==> config.mk <==
export PLATFORM = sky130hd
export DESIGN_NAME = serstat_flags
export DESIGN_NICKNAME = d
export VERILOG_FILES = /design/src/rtl/serstat_pkg.sv /design/src/rtl/serstat_sticky.sv /design/src/rtl/serstat_seq2.sv /design/src/rtl/serstat_irq.sv /design/src/rtl/serstat_flags.sv
export SDC_FILE = /design/constraint.sdc
export NUM_CORES = 1
export LEC_CHECK = 0
export BUFFER_PORTS_ARGS = -buffer_cell sky130_fd_sc_hd__clkbuf_2
export CORE_MARGIN = 5
export CORE_UTILIZATION = 30
export DETAILED_ROUTE_END_ITERATION = 6
export HOLD_SLACK_MARGIN = 0.05
export PLACE_DENSITY = 0.74
export SYNTH_ARGS = -nofsm -noshare
export SYNTH_HDL_FRONTEND = slang
export SYNTH_HIERARCHICAL = 1
export SYNTH_SLANG_ARGS = --single-unit
export TNS_END_PERCENT = 5
==> constraint.sdc <==
create_clock -name clk -period 1.35 [get_ports clk]
set_input_delay 0.27 -clock clk [delete_from_list [all_inputs] [get_ports clk]]
set_output_delay 0.27 -clock clk [all_outputs]
set_load 0.1 [all_outputs]
==> src/rtl/serstat_pkg.sv <==
package serstat_pkg;

  // status word bit positions (software decodes these)
  localparam int unsigned B_RXNE = 0;
  localparam int unsigned B_TXE  = 1;
  localparam int unsigned B_CRC  = 2;
  localparam int unsigned B_MODF = 3;
  localparam int unsigned B_OVR  = 4;
  localparam int unsigned B_BUSY = 5;
  localparam int unsigned B_FRM  = 6;

  // index of each sticky error flag in the internal error vector
  localparam int unsigned E_OVR  = 0;
  localparam int unsigned E_MODF = 1;
  localparam int unsigned E_CRC  = 2;
  localparam int unsigned E_FRM  = 3;
  localparam int unsigned NERR   = 4;

  typedef logic [NERR-1:0] err_vec_t;

  // shared error source pending
  function automatic logic err_pending(err_vec_t f, logic en);
    return en & (|f);
  endfunction

  // one enabled source of any kind raises the line
  function automatic logic line_pending(logic txe, logic rxne, err_vec_t f,
                                        logic en_txe, logic en_rxne, logic en_err);
    return (txe & en_txe) | (rxne & en_rxne) | err_pending(f, en_err);
  endfunction

endpackage

==> src/rtl/serstat_sticky.sv <==
module serstat_sticky (
  input  logic clk,
  input  logic rst_n,
  input  logic set_i,
  input  logic clr_i,
  output logic flag_o
);
  // a new event always wins over a clear in the same cycle
  always_ff @(posedge clk or negedge rst_n) begin
    if (!rst_n)      flag_o <= 1'b0;
    else if (set_i)  flag_o <= 1'b1;
    else if (clr_i)  flag_o <= 1'b0;
  end
endmodule

==> src/rtl/serstat_seq2.sv <==
module serstat_seq2 (
  input  logic clk,
  input  logic rst_n,
  input  logic acc_i,     // any register access this cycle
  input  logic first_i,   // access that opens the sequence
  input  logic second_i,  // access that completes the sequence
  input  logic abort_i,   // event that restarts the sequence
  output logic armed_o,
  output logic done_o
);
  assign done_o = armed_o & second_i & ~abort_i;

  always_ff @(posedge clk or negedge rst_n) begin
    if (!rst_n)       armed_o <= 1'b0;
    else if (abort_i) armed_o <= 1'b0;
    else if (acc_i)   armed_o <= first_i;
  end
endmodule

==> src/rtl/serstat_irq.sv <==
module serstat_irq
  import serstat_pkg::*;
(
  input  logic     txe_i,
  input  logic     rxne_i,
  input  err_vec_t err_i,
  input  logic     en_txe_i,
  input  logic     en_rxne_i,
  input  logic     en_err_i,
  output logic     irq_o
);
  assign irq_o = line_pending(txe_i, rxne_i, err_i, en_txe_i, en_rxne_i, en_err_i);
endmodule

==> src/rtl/serstat_flags.sv <==
module serstat_flags
  import serstat_pkg::*;
#(
  parameter int unsigned ADDR_W    = 4,
  parameter int unsigned STAT_W    = 16,
  parameter int unsigned CTRL_ADDR = 0,
  parameter int unsigned STAT_ADDR = 2,
  parameter int unsigned DATA_ADDR = 3,
  parameter int unsigned ENA_BIT   = 6
) (
  input  logic              clk,
  input  logic              rst_n,
  input  logic              lvl_txe,
  input  logic              lvl_rxne,
  input  logic              lvl_busy,
  input  logic              ev_ovr,
  input  logic              ev_modf,
  input  logic              ev_crc,
  input  logic              ev_frm,
  input  logic              acc_rd,
  input  logic              acc_wr,
  input  logic [ADDR_W-1:0] acc_addr,
  input  logic [STAT_W-1:0] acc_wdata,
  input  logic              ie_txe,
  input  logic              ie_rxne,
  input  logic              ie_err,
  output logic [STAT_W-1:0] status_o,
  output logic              irq_o
);
  localparam logic [ADDR_W-1:0] A_CTRL = ADDR_W'(CTRL_ADDR);
  localparam logic [ADDR_W-1:0] A_STAT = ADDR_W'(STAT_ADDR);
  localparam logic [ADDR_W-1:0] A_DATA = ADDR_W'(DATA_ADDR);

  // decoded access events
  logic any_acc, rd_data, rd_stat, wr_stat, acc_stat, wr_ctrl_en;
  assign any_acc    = acc_rd | acc_wr;
  assign rd_data    = acc_rd & (acc_addr == A_DATA);
  assign rd_stat    = acc_rd & (acc_addr == A_STAT);
  assign wr_stat    = acc_wr & (acc_addr == A_STAT);
  assign acc_stat   = rd_stat | wr_stat;
  assign wr_ctrl_en = acc_wr & (acc_addr == A_CTRL) & acc_wdata[ENA_BIT];

  logic unused_wdata;
  assign unused_wdata = ^acc_wdata;

  // ordered two-access clearing sequences
  logic ovr_armed, ovr_clr, modf_armed, modf_clr;

  serstat_seq2 u_ovr_seq (
    .clk(clk), .rst_n(rst_n), .acc_i(any_acc),
    .first_i(rd_data), .second_i(rd_stat), .abort_i(ev_ovr),
    .armed_o(ovr_armed), .done_o(ovr_clr)
  );

  serstat_seq2 u_modf_seq (
    .clk(clk), .rst_n(rst_n), .acc_i(any_acc),
    .first_i(acc_stat), .second_i(wr_ctrl_en), .abort_i(1'b0),
    .armed_o(modf_armed), .done_o(modf_clr)
  );

  // single-access clears
  logic crc_clr, frm_clr;
  assign crc_clr = wr_stat & ~acc_wdata[B_CRC];
  assign frm_clr = rd_stat;

  err_vec_t err_set, err_clr, err_q;
  always_comb begin
    err_set         = '0;
    err_clr         = '0;
    err_set[E_OVR]  = ev_ovr;
    err_set[E_MODF] = ev_modf;
    err_set[E_CRC]  = ev_crc;
    err_set[E_FRM]  = ev_frm;
    err_clr[E_OVR]  = ovr_clr;
    err_clr[E_MODF] = modf_clr;
    err_clr[E_CRC]  = crc_clr;
    err_clr[E_FRM]  = frm_clr;
  end

  for (genvar g = 0; g < NERR; g++) begin : g_err
    serstat_sticky u_flag (
      .clk(clk), .rst_n(rst_n),
      .set_i(err_set[g]), .clr_i(err_clr[g]), .flag_o(err_q[g])
    );
  end

  always_comb begin
    status_o         = '0;
    status_o[B_RXNE] = lvl_rxne;
    status_o[B_TXE]  = lvl_txe;
    status_o[B_BUSY] = lvl_busy;
    status_o[B_OVR]  = err_q[E_OVR];
    status_o[B_MODF] = err_q[E_MODF];
    status_o[B_CRC]  = err_q[E_CRC];
    status_o[B_FRM]  = err_q[E_FRM];
  end

  serstat_irq u_irq (
    .txe_i(lvl_txe), .rxne_i(lvl_rxne), .err_i(err_q),
    .en_txe_i(ie_txe), .en_rxne_i(ie_rxne), .en_err_i(ie_err),
    .irq_o(irq_o)
  );

endmodule

; Word level (Yosys, flattened, before mapping)
; Index checks and enable logic that the tools add are counted.
[totals]
output_inout_bits = 17
word_cells = 43
register_bits = 6
[op_classes]
n_reduce_logical = 7
eq_ne = 2
bitwise = 18
muxes = 10
[op_table]
columns = cell, n
row1 = bitwise AND 1 bit, 12
row2 = two-way mux 1 bit, 10
row3 = nonzero test 2 bit, 5
row4 = "equality test 4 x 2 -> 1 bit, second input constant", 2
row5 = logical NOT 4 bit, 1
row6 = bitwise OR 1 bit, 4
row7 = OR reduction 4 bit, 1
row8 = NOT 1 bit, 2

; Logic depth before layout (Yosys ltp)
[depth]
word_depth = 6
mapped_depth = 6

; Cells and area by module
; Netlist, hierarchy kept.
[modules_own_cells]
columns = mod, seq_area_each_um2, area_each_um2, instances, cells_each
row1 = serstat_flags, 0.0, 162.7, 1, 23
row2 = serstat_sticky, 25.0, 36.3, 4, 3
row3 = serstat_seq2, 25.0, 46.3, 2, 5
row4 = serstat_irq, 0.0, 27.5, 1, 3

; Least setup slack after synthesis
; No wires, ideal clock.
[synth_timing]
kind = register to output
from = register g_err[1].u_flag.flag_o
to = output irq_o
required_ns = 1.080
arrival_time_ns = 1.789
n_path_buf = 0
path_slack_ns = -0.709
path_stages_with_launch = 3
path_cell_list = dfrtp_1 > o41ai_2 > nand2_1
[synth_between]
elab_chain_cells = 3
[synth_lines]
columns = element, line_no
row1 = from (decl), serstat_sticky.sv:6  ; output logic flag_o
row2 = from (signal assigned), serstat_sticky.sv:10  ; if (!rst_n) flag_o <= 1'b0;
row3 = from (signal assigned), serstat_sticky.sv:11  ; else if (set_i) flag_o <= 1'b1;
row4 = from (signal assigned), serstat_sticky.sv:12  ; else if (clr_i) flag_o <= 1'b0;
row5 = OR reduction 4 bit, serstat_pkg.sv:23  ; return en & (|f);
row6 = bitwise AND 1 bit, serstat_pkg.sv:23
row7 = bitwise OR 1 bit, serstat_pkg.sv:29  ; return (txe & en_txe) | (rxne & en_rxne) | err_pending(f, en_err);
row8 = to (decl), serstat_flags.sv:28  ; output logic irq_o
; Every way passes these cells.

; Worst setup path after layout
[layout_timing]
from = register g_err[2].u_flag.flag_o
to = output irq_o
[layout_between]
elab_chain_cells = 3
[layout_lines]
columns = element, line_no
row1 = from (decl), serstat_sticky.sv:6
row2 = from (signal assigned), serstat_sticky.sv:10
row3 = from (signal assigned), serstat_sticky.sv:11
row4 = from (signal assigned), serstat_sticky.sv:12
row5 = OR reduction 4 bit, serstat_pkg.sv:23
row6 = bitwise AND 1 bit, serstat_pkg.sv:23
row7 = bitwise OR 1 bit, serstat_pkg.sv:29
; Every way passes these cells.

==> impl_summary.log <==
INFO  metric worst_clock_skew = 0.00963 ns
INFO  metric num_vias = 416
INFO  metric detailedRoute.firstIterationViolations = 4
INFO  metric area_growth_syn_to_layout = 74.6%
INFO  metric post-place-cells = 93
INFO  metric die_width = 47.8 um
INFO  metric max_cap_violations = 0
INFO  metric tritoncts.num_buffers = 3
INFO  metric core_area = 1320 sq um
INFO  metric synthArstFlopShare = 100%
INFO  metric clk_pin_slew_worst_paths = 0.05 ns
INFO  metric capturing_instance_or_port_of_the_critical_path = irq_o
INFO  metric remaining_drc_errors = 0
INFO  metric worstHoldStart = ev_modf
INFO  metric number_of_synthesized_flops_with_an_enable_pin = 0
INFO  metric floorplan.rows = 13
INFO  metric synth-seq-cells = 6
INFO  metric critPathLaunch = g_err[2].u_flag/flag_o
INFO  metric worst_ep_required_time = 1.08 ns
INFO  metric global_route.usage.total = 11.0%
INFO  metric grt_pass1_wl = 1540 um
INFO  metric type_of_the_tightest_min_delay_check = in -> reg
INFO  metric place.port_buffers = 25
INFO  metric run_status = finished with violations
INFO  metric drtAntennaViolNets = 0
INFO  metric synthesis.yosys.warnings = 6
INFO  metric timing_max_transition_violations_final = 0
INFO  metric share_clk_of_total_power = 28.6%
INFO  metric grt_antenna_before_repair = 0
INFO  metric first_global_vias = 390
INFO  metric worst_setup_path_start_kind = register
INFO  metric p_switching = 0.000266 W
INFO  metric p_sw_share = 43.3%
INFO  metric ys_seq_area_share = 35.1%
INFO  metric final_net_count = 119
INFO  metric stdcell_count = 98
INFO  metric dpl-instance-area = 703 sq um
INFO  metric fp.dieArea = 2280 sq um
INFO  metric cp-end-kind = output port
INFO  metric critical_path.reg2reg.endpoint = g_err[1].u_flag/flag_o
INFO  metric hold_violations = 0
INFO  metric hpwl = 996 um
INFO  metric timing.final.crit_period = 1.58 ns
INFO  metric ctsHtreeMaxLevel = 1
INFO  metric total_leakage_power = 0.388 nW
INFO  metric worst_r2r_startpoint = g_err[1].u_flag/flag_o
INFO  metric violations = setup timing
INFO  metric gpl.final_weighted_congestion = 0.727
INFO  metric worstSkewPairLatency = 0.26 ns
INFO  metric cp.arrival = 1.31 ns
INFO  metric clock_tree.buffer_depth = 2
INFO  metric setup-violations-final = 1
INFO  metric grt_setup_unrepaired = true
INFO  metric post_synth_main_area_contributors = dfrtp_1, buf_4, a21o_1, mux2i_1, inv_1
INFO  metric place_worst_setup_slack = -0.170 ns
INFO  metric power.density_cell_area = 821 nW/um^2
INFO  metric tritoncts_num_sinks = 6
INFO  metric die_height = 47.8 um
INFO  metric overflow = 0
INFO  metric wirelength = 1140 um
INFO  metric clock_tree_from_tritoncts = yes
INFO  metric post-route-worst-setup-slack = -0.234 ns
INFO  metric synth_area = 428 sq um
INFO  metric synth_flop_cell = dfrtp_1
INFO  metric antenna_cells = 0
INFO  metric avgRoutedWirePerCell = 11.7 um
INFO  metric yosys.cell_count.top_type = buf_4
INFO  metric post_synth_most_frequent_cells = buf_4, dfrtp_1, inv_1, nor2_1, a21o_1
INFO  metric timing.setup.critical_path_class = reg -> out
INFO  metric starting_density = 32.5%
INFO  metric power.combinational.fraction = 41.4%
INFO  metric cts_root_buf = clkbuf_4
INFO  metric synth_top_area_cell = dfrtp_1
INFO  metric min_period_over_period = 117%
INFO  metric timing.fmax = 631 MHz
INFO  metric setup_tns = -0.234 ns
INFO  metric post_drt_via_cell_ratio = 4.24
INFO  metric post_synth.cell_area_avg = 8.91 sq um
INFO  metric final_cell_area = 747 sq um
INFO  metric io_pins = 51
INFO  metric reg2reg_depth = 2
INFO  metric synth_top_cell_area_share = 35.1%
INFO  metric reg2reg_setup_slack = 0.46 ns
INFO  metric post_synth_inst_count = 48
INFO  metric share_seq_of_total_power = 30.0%
INFO  metric cell_internal_pwr = 0.000347 W
INFO  metric post_route_cells_drive_above_1_share = 54.2%
INFO  metric irDropWorstVdd = 0.532 mV
INFO  metric worst-path-max-fanout = 2
INFO  metric number_of_different_library_cells_in_the_post_synthesis_netlist = 18
INFO  metric total_power_consumption = 0.000613 W
INFO  metric dr.pass1.iters = 4
INFO  metric grt_max_degree = 7
[power groups by stage]
stage	Combinational (W)	Sequential [W]	Clock, W
2_1_floorplan	0.000207	0.000194	0
3_3_place_gp	0.000247	0.000187	0
3_5_place_dp	0.000250	0.000187	0
4_1_cts	0.000254	0.000184	0.000184
5_1_grt	0.000263	0.000184	0.000199
6_report	0.000254	0.000184	0.000176
[routing by layer]
layer | vias up | share of wire (%) | wire (um) | GRT usage (%)
met2 | 14 | 58 | 665 | 16.9
li1 | 208 | - | - | -
met5 | - | 0 | 0 | 0
met3 | 4 | 8.2 | 94 | 7.14
met1 | 190 | 30 | 345 | 9.73
met4 | 0 | 3.1 | 36 | 9.68
[timing repair]
item                       CTS  global route
hold endpoints to repair     6             0
buffers inserted             1             0
gates resized for setup      0             1
pin swaps                    2             0
hold buffers                 1             0
gates cloned                 0             0
setup endpoints to repair    1             2
[cell usage in the layout (no fill, tap or decap), drive strengths merged, types with 2 or more instances in the layout]
master	netlist	final
clkbuf	0	21
a21o	4	4
inv	5	5
nand2	3	3
conb	1	11
dfrtp	6	6
buf	12	15
nor2	5	5
mux2i	2	2
[state kept, by name, indices dropped and copies added (netlist names)]
name	cells
g_err.u_flag/flag_o	4
u_modf_seq/armed_o	1
u_ovr_seq/armed_o	1
[through the flow]
step | utilization, % | hold WS, ns
finish | 56.7 | 0.193
global route | 56.7 | 0.196
CTS | 56.4 | 0.188
detailed placement | 53.4 | 0.110
global placement | 53.4 | 0.105
floorplan | - | -0.0256
[cell type report]
cell class / instances / area (sq um)
inverters: 5 / 18.8
flip-flops and latches: 6 / 158
well taps: 15 / 18.8
clock buffers: 3 / 22.5
multi-input cells: 35 / 225
repair buffers: 34 / 304
fillers: 117 / 571
[worst max-delay path, cell delays in order (launching register included)]
cell and delay (ns):
dfrtp_2 0.42, o41ai_4 0.39, nand2_4 0.08, buf_12 0.17
[kinds of logic (layout without fill, tap and decap cells)]
logic type             after synthesis  after routing  synth area share, %
buffers and inverters               17             42                 25.4
AND/OR/NAND/NOR                     16             16                 21.3
AO/OA/AOI/OAI                        6              6                 12.6
flip-flops                           6              6                 35.1
multiplexers                         2              2                 4.68
other                                1             11                0.876
[worst min-delay path by stage]
| stage | endpoint | cells past startpoint | slack [ns] |
|---|---|---|---|
| CTS | g_err[1].u_flag/flag_o | 2 | 0.19 |
| global route | g_err[1].u_flag/flag_o | 2 | 0.20 |
| global placement | u_modf_seq/armed_o | 1 | 0.10 |
| detailed placement | u_modf_seq/armed_o | 1 | 0.11 |
| finish | g_err[1].u_flag/flag_o | 2 | 0.19 |
| floorplan | g_err[0].u_flag/flag_o | 0 | -0.03 |
No activity file was read; power rests on OpenSTA's default activity.
